$ cat config.mk
export PLATFORM = sky130hd
export DESIGN_NAME = cwin_capture
export DESIGN_NICKNAME = d
export VERILOG_FILES = /design/src/rtl/cwin_pkg.sv /design/src/rtl/cwin_sync_cnt.sv /design/src/rtl/cwin_decim.sv /design/src/rtl/cwin_addr.sv /design/src/rtl/cwin_capture.sv
export SDC_FILE = /design/constraint.sdc
export NUM_CORES = 1
export LEC_CHECK = 0
export BUFFER_PORTS_ARGS = -buffer_cell sky130_fd_sc_hd__buf_2
export CAP_MARGIN = 15
export CORE_MARGIN = 2
export CORE_UTILIZATION = 60
export CTS_CLUSTER_SIZE = 25
export DETAILED_ROUTE_END_ITERATION = 6
export PLACE_DENSITY = 0.95
export SLEW_MARGIN = 20
export SYNTH_ARGS = -nofsm -noshare
export SYNTH_HDL_FRONTEND = slang
export SYNTH_SLANG_ARGS = --single-unit
$ cat constraint.sdc
create_clock -name clk -period 10.4 [get_ports clk]
set_clock_uncertainty 0.15 [all_clocks]
set_input_delay 1.56 -clock clk [delete_from_list [all_inputs] [get_ports clk]]
set_output_delay 1.56 -clock clk [all_outputs]
set_load 0.02 [all_outputs]
$ cat src/rtl/cwin_pkg.sv
package cwin_pkg;
  localparam int CNT_W       = 10;
  localparam int ADJ_W       = 6;
  localparam int RATIO_W     = 6;
  localparam int STRIDE_LOG2 = 10;
  localparam int ADDR_W      = 20;

  // inclusive start, exclusive end
  function automatic logic span_hit(input logic [CNT_W:0] pos,
                                    input logic [CNT_W:0] lo,
                                    input logic [CNT_W:0] hi);
    return (pos >= lo) && (pos < hi);
  endfunction
endpackage

$ cat src/rtl/cwin_sync_cnt.sv
module cwin_sync_cnt #(
  parameter int CNT_W = 10,
  parameter int ADJ_W = 6
) (
  input  logic             clk,
  input  logic             rst_n,
  input  logic             hsync,
  input  logic             vsync,
  input  logic [ADJ_W-1:0] adj,
  output logic [CNT_W-1:0] x_pos,
  output logic [CNT_W:0]   y_pos,
  output logic             line_act,
  output logic             pix_slot,
  output logic             line_end
);
  localparam logic [CNT_W-1:0] X_MAX = '1;
  localparam logic [CNT_W:0]   L_MAX = '1;

  logic           hs_q;
  logic [CNT_W:0] raw_line;
  logic [CNT_W:0] adj_ext;

  assign adj_ext  = (CNT_W + 1)'(adj);
  assign line_end = hsync && !hs_q && !vsync;
  assign pix_slot = !hsync && !vsync;
  assign line_act = raw_line >= adj_ext;
  assign y_pos    = raw_line - adj_ext;

  always_ff @(posedge clk) begin
    if (!rst_n) begin
      hs_q     <= 1'b0;
      x_pos    <= '0;
      raw_line <= '0;
    end else begin
      hs_q <= hsync;
      if (hsync) x_pos <= '0;
      else if (x_pos != X_MAX) x_pos <= x_pos + 1'b1;
      if (vsync) raw_line <= '0;
      else if (line_end && raw_line != L_MAX) raw_line <= raw_line + 1'b1;
    end
  end
endmodule

$ cat src/rtl/cwin_decim.sv
module cwin_decim #(
  parameter int RATIO_W = 6
) (
  input  logic               clk,
  input  logic               rst_n,
  input  logic               clr,
  input  logic               step,
  input  logic               enable,
  input  logic [RATIO_W-1:0] ratio,
  output logic               keep
);
  logic [RATIO_W-1:0] acc;
  logic [RATIO_W:0]   sum;

  assign sum  = {1'b0, acc} + {1'b0, ratio};
  assign keep = !enable || sum[RATIO_W];

  always_ff @(posedge clk) begin
    if (!rst_n)                acc <= '0;
    else if (clr)              acc <= '0;
    else if (step && enable)   acc <= sum[RATIO_W-1:0];
  end
endmodule

$ cat src/rtl/cwin_addr.sv
module cwin_addr #(
  parameter int STRIDE_LOG2 = 10,
  parameter int ADDR_W      = 20
) (
  input  logic              clk,
  input  logic              rst_n,
  input  logic              line_clr,
  input  logic              frame_clr,
  input  logic              line_end,
  input  logic              wr,
  input  logic              x_hold,
  input  logic              y_hold,
  input  logic [ADDR_W-1:0] base,
  output logic [ADDR_W-1:0] addr
);
  localparam int Y_W = ADDR_W - STRIDE_LOG2;
  localparam logic [STRIDE_LOG2-1:0] X_MAX = '1;
  localparam logic [Y_W-1:0]         Y_MAX = '1;

  logic [STRIDE_LOG2-1:0] xi;
  logic [Y_W-1:0]         yi;
  logic                   wrote;

  assign addr = base + {yi, xi};

  always_ff @(posedge clk) begin
    if (!rst_n) begin
      xi    <= '0;
      yi    <= '0;
      wrote <= 1'b0;
    end else begin
      if (line_clr) begin
        xi    <= '0;
        wrote <= 1'b0;
      end else if (wr) begin
        wrote <= 1'b1;
        if (xi != X_MAX) xi <= xi + 1'b1;
        else if (!x_hold) xi <= '0;
      end
      if (frame_clr) yi <= '0;
      else if (line_end && wrote) begin
        if (yi != Y_MAX) yi <= yi + 1'b1;
        else if (!y_hold) yi <= '0;
      end
    end
  end
endmodule

$ cat src/rtl/cwin_capture.sv
module cwin_capture
  import cwin_pkg::*;
#(
  parameter int P_CNT_W   = CNT_W,
  parameter int P_ADJ_W   = ADJ_W,
  parameter int P_RATIO_W = RATIO_W,
  parameter int P_STRIDE  = STRIDE_LOG2,
  parameter int P_ADDR_W  = ADDR_W
) (
  input  logic                 clk,
  input  logic                 rst_n,
  input  logic                 hsync,
  input  logic                 vsync,
  input  logic                 cap_en,
  input  logic                 cfg_crop_en,
  input  logic                 cfg_crop_outside,
  input  logic [P_CNT_W-1:0]   cfg_x_start,
  input  logic [P_CNT_W-1:0]   cfg_x_end,
  input  logic [P_CNT_W-1:0]   cfg_y_start,
  input  logic [P_CNT_W-1:0]   cfg_y_end,
  input  logic [P_ADJ_W-1:0]   cfg_v_adjust,
  input  logic                 cfg_hscale_en,
  input  logic [P_RATIO_W-1:0] cfg_hscale_n,
  input  logic                 cfg_vscale_en,
  input  logic [P_RATIO_W-1:0] cfg_vscale_n,
  input  logic [P_ADDR_W-1:0]  cfg_base,
  input  logic                 cfg_x_hold,
  input  logic                 cfg_y_hold,
  output logic                 wr_valid,
  output logic [P_ADDR_W-1:0]  wr_addr
);
  logic [P_CNT_W-1:0] x_pos;
  logic [P_CNT_W:0]   y_pos;
  logic line_act, pix_slot, line_end;
  logic hit_x, hit_y, region, cand, hkeep, vkeep, write;
  logic [P_ADDR_W-1:0] addr_now;

  cwin_sync_cnt #(.CNT_W(P_CNT_W), .ADJ_W(P_ADJ_W)) u_cnt (
    .clk(clk), .rst_n(rst_n), .hsync(hsync), .vsync(vsync),
    .adj(cfg_v_adjust), .x_pos(x_pos), .y_pos(y_pos),
    .line_act(line_act), .pix_slot(pix_slot), .line_end(line_end)
  );

  assign hit_x  = span_hit({1'b0, x_pos}, {1'b0, cfg_x_start}, {1'b0, cfg_x_end});
  assign hit_y  = span_hit(y_pos, {1'b0, cfg_y_start}, {1'b0, cfg_y_end});
  assign region = !cfg_crop_en || ((hit_x && hit_y) ^ cfg_crop_outside);
  assign cand   = cap_en && pix_slot && line_act && region && vkeep;
  assign write  = cand && hkeep;

  cwin_decim #(.RATIO_W(P_RATIO_W)) u_hdec (
    .clk(clk), .rst_n(rst_n), .clr(hsync), .step(cand),
    .enable(cfg_hscale_en), .ratio(cfg_hscale_n), .keep(hkeep)
  );

  cwin_decim #(.RATIO_W(P_RATIO_W)) u_vdec (
    .clk(clk), .rst_n(rst_n), .clr(vsync), .step(line_end && line_act),
    .enable(cfg_vscale_en), .ratio(cfg_vscale_n), .keep(vkeep)
  );

  cwin_addr #(.STRIDE_LOG2(P_STRIDE), .ADDR_W(P_ADDR_W)) u_addr (
    .clk(clk), .rst_n(rst_n), .line_clr(hsync), .frame_clr(vsync),
    .line_end(line_end), .wr(write), .x_hold(cfg_x_hold),
    .y_hold(cfg_y_hold), .base(cfg_base), .addr(addr_now)
  );

  always_ff @(posedge clk) begin
    if (!rst_n) begin
      wr_valid <= 1'b0;
      wr_addr  <= '0;
    end else begin
      wr_valid <= write;
      if (write) wr_addr <= addr_now;
    end
  end
endmodule

==> results.py <==
metrics = {
    "sta": {
        "slew-limit-headroom": 0.304,
        "tns_ns": 0,
        "worstMarginPinSlew_ns": 1.04,
        "finalHoldViolCount": 0,
        "drv_slew": 0,
        "final-setup-viol-count": 0,
        "min_period_ns": 6.37,
        "rsz0062_at_grt": "false",
        "post-route-period-util": 0.612,
        "max_freq_mhz": 157,
    },
    "global_routing": {
        "grt_use_total": 0.261,
        "grt_pass1_vias": 5234,
        "grt_max_degree": 29,
        "overflow": 0,
        "grt_pass1_wl_mm": 22.3,
        "antenna_found_initial": 0,
    },
    "yosys": {
        "synth_cell_types": 59,
        "synthTopCellsByArea": "dfxtp_1 26%, ha_1 17%, nor2_1 4.7%",
        "ys.flop_type": "dfxtp_1",
        "ys_warn_count": 0,
        "synth_compound_area_frac": 0.184,
        "yosysTopAreaCell": "dfxtp_1",
        "ys_seq_elements": 76,
        "synth-edff-count": 0,
        "synth_common_cells": "79 x ha_1, 76 x dfxtp_1, 73 x nor2_1, 66 x inv_1, 49 x nand2_1",
        "netlist_instances": 715,
        "synth_top_area_frac": 0.262,
        "synth_mux_area_frac": 0.0374,
        "synth-xor-area-share": 0.0693,
        "synth-adder-area-share": 0.184,
        "synthArstFlopShare": 0,
        "ys_seq_area_frac": 0.262,
        "synth_fp_nets": 887,
        "synth_top_family_by_area": "simple AND/OR/NAND/NOR gates",
        "synthMostInstantiatedCell": "ha_1",
        "avgSynthCellArea_um2": 8.13,
        "synth-simple-area-share": 0.207,
        "syn-cell-area_um2": 5810,
    },
    "die": {
        "die_width_um": 102,
        "dieArea_um2": 10500,
        "core-area_um2": 9330,
        "num_rows": 35,
        "fp.dieH_um": 102,
        "initial_utilization": 0.623,
        "ios": 110,
    },
    "setup_path": {
        "critical_path_class": "in2reg",
        "crit_arrival_ns": 6.48,
        "required_ns": 10.51,
        "worstSetupEndpointType": "flip-flop",
        "cp-start-kind": "primary input",
        "crit_path_max_fanout": 23,
    },
    "job": {
        "max_cap_violations": 0,
    },
    "cts": {
        "clk_pin_slew_ns": 0.09,
        "post-cts-setup-buffer-count": 0,
        "clock-root-buffer": "clkbuf_8",
        "clk_latency_ns": 0.35,
        "hold_buffers": 0,
        "cts_resized": 0,
        "cts_buffers": 9,
        "tritoncts": "yes",
        "cts.sink_count": 76,
        "cts.htree.levels": 3,
        "clk_path_buf_depth": 2,
    },
    "cells_and_area": {
        "num_antenna_cells": 0,
        "final_nets": 990,
        "final_util": 0.718,
        "fill_cells": 730,
        "area_delta_synth_final_pct": 15.2,
        "regArea_um2": 1520,
        "multiInputGateArea_um2": 3970,
        "layout-drive-gt1-share": 0.165,
    },
    "power_and_ir_drop": {
        "power_mw": 0.650,
        "powerDensity_nw_per_um2": 97.0,
        "leakagePower_nw": 3.16,
        "vdd_drop_max_v": 0.0000786,
    },
    "placed_design": {
        "dp_hpwl_mm": 10.1,
        "globalplace.congestion": 0.898,
        "portBuffers": 109,
    },
    "routing": {
        "drcViolationCount": 0,
        "wl_per_cell_um": 13.8,
        "num_vias": 5400,
        "firstDrtPassIters": 6,
        "routed_wl_mm": 13.2,
        "first_iter_violations": 213,
        "ant_nets": 0,
        "avgViaCountPerCell": 5.67,
    },
    "outcome": {
        "status": "complete, no violations",
    },
    "hold_path": {
        "hold_class": "reg2reg",
    },
}
-- kinds of logic after synthesis --
kind of cell / count (synthesis)
buffers and inverters: 84
muxes: 21
and+or+nand+nor: 242
xor gates and xnor gates: 46
adders and majority gates: 83
DFF: 76
AOI/OAI and AO/OA: 163
-- cell type report --
| cell class | count | share of cell area |
|---|---|---|
| Multi-Input combinational cell | 555 | 0.592 |
| Timing Repair Buffer | 110 | 0.0826 |
| Tap cell | 129 | 0.0241 |
| Sequential cell | 76 | 0.227 |
| Clock buffer | 9 | 0.0185 |
| Inverter | 66 | 0.0370 |
| Clock inverter | 7 | 0.0183 |
-- cells in the final DEF, fill, tap and decap left out, types with 7 or more instances in the layout --
| cell type | synthesis | final |
|---|---|---|
| clkbuf_8 | 0 | 9 |
| nand2b_1 | 7 | 7 |
| nor2b_1 | 18 | 18 |
| nor2_1 | 73 | 73 |
| a21oi_1 | 47 | 47 |
| xor2_1 | 21 | 21 |
| nor3_1 | 11 | 11 |
| a211oi_1 | 9 | 9 |
| ha_1 | 79 | 79 |
| nand3_1 | 22 | 22 |
| a21o_1 | 13 | 13 |
| xnor2_1 | 25 | 25 |
| buf_2 | 2 | 109 |
| nand2_1 | 49 | 49 |
| o21ai_0 | 35 | 35 |
| inv_1 | 66 | 66 |
| nand4_1 | 13 | 13 |
| o21a_1 | 10 | 10 |
| mux2i_1 | 18 | 18 |
| or3_1 | 16 | 16 |
| dfxtp_1 | 76 | 76 |
-- where the power goes --
part,switching (mW),internal [mW]
Sequential,0.000980,0.291
Clock,0.118,0.161
Combinational,0.0408,0.0373
Total,0.160,0.490
-- per-layer routing --
metal / routed length [um] / vias up / part of all wire / global-route usage
met5: 0 / - / 0 / 0
met4: 219 / 0 / 0.017 / 0.0954
met3: 764 / 17 / 0.058 / 0.0390
met2: 6190 / 177 / 0.47 / 0.448
met1: 5980 / 2477 / 0.45 / 0.332
li1: - / 2729 / - / -
-- through the flow --
stage / area, um2 / cells / hold WS (ns) / setup slack [ns]
after floorplan: 5810 / 715 / 0.291 / 4.64
after global placement: 6450 / 936 / 0.291 / 3.83
after detailed placement: 6450 / 936 / 0.299 / 3.65
after CTS: 6700 / 952 / 0.311 / 4.01
after global routing: 6700 / 952 / 0.335 / 3.67
final: 6700 / 952 / 0.309 / 4.03
-- state kept, by name, summed over array words and instances, names as in the netlist --
register        cells
u_cnt.raw_line     11
u_hdec.acc          6
u_cnt.x_pos        10
u_addr.xi          10
u_addr.wrote        1
u_vdec.acc          6
u_cnt.hs_q          1
wr_valid            1
wr_addr            20
u_addr.yi          10
-- critical path, cell delays in order --
cell      delay (ns)
buf_2           0.08
ha_1            0.15
inv_1           0.05
fa_1            0.42
a211oi_1        0.24
o21bai_1        0.16
and2_1          0.20
nor4_1          0.28
xor2_1          0.25
ha_1            0.29
a21oi_1         0.16
o22ai_1         0.10
nor3_1          0.13
o211ai_1        0.10
nor4_1          0.52
mux2_4          0.39
nor3_4          0.84
mux2_2          0.41
and2_1          0.15
-- path summary, 6_finish.rpt --
kind | startpoint | end | slack (ns) | depth (start not counted)
worst min register to register | wr_addr[3] | wr_addr[3] | 0.31 | 2
worst max-delay path | cfg_v_adjust[0] | wr_addr[4] | 4.03 | 19
worst min-delay path | wr_addr[3] | wr_addr[3] | 0.31 | 2
worst max register to register | u_cnt.raw_line[0] | wr_addr[4] | 4.91 | 19
Note: power is estimated with default switching activity, not from simulation.
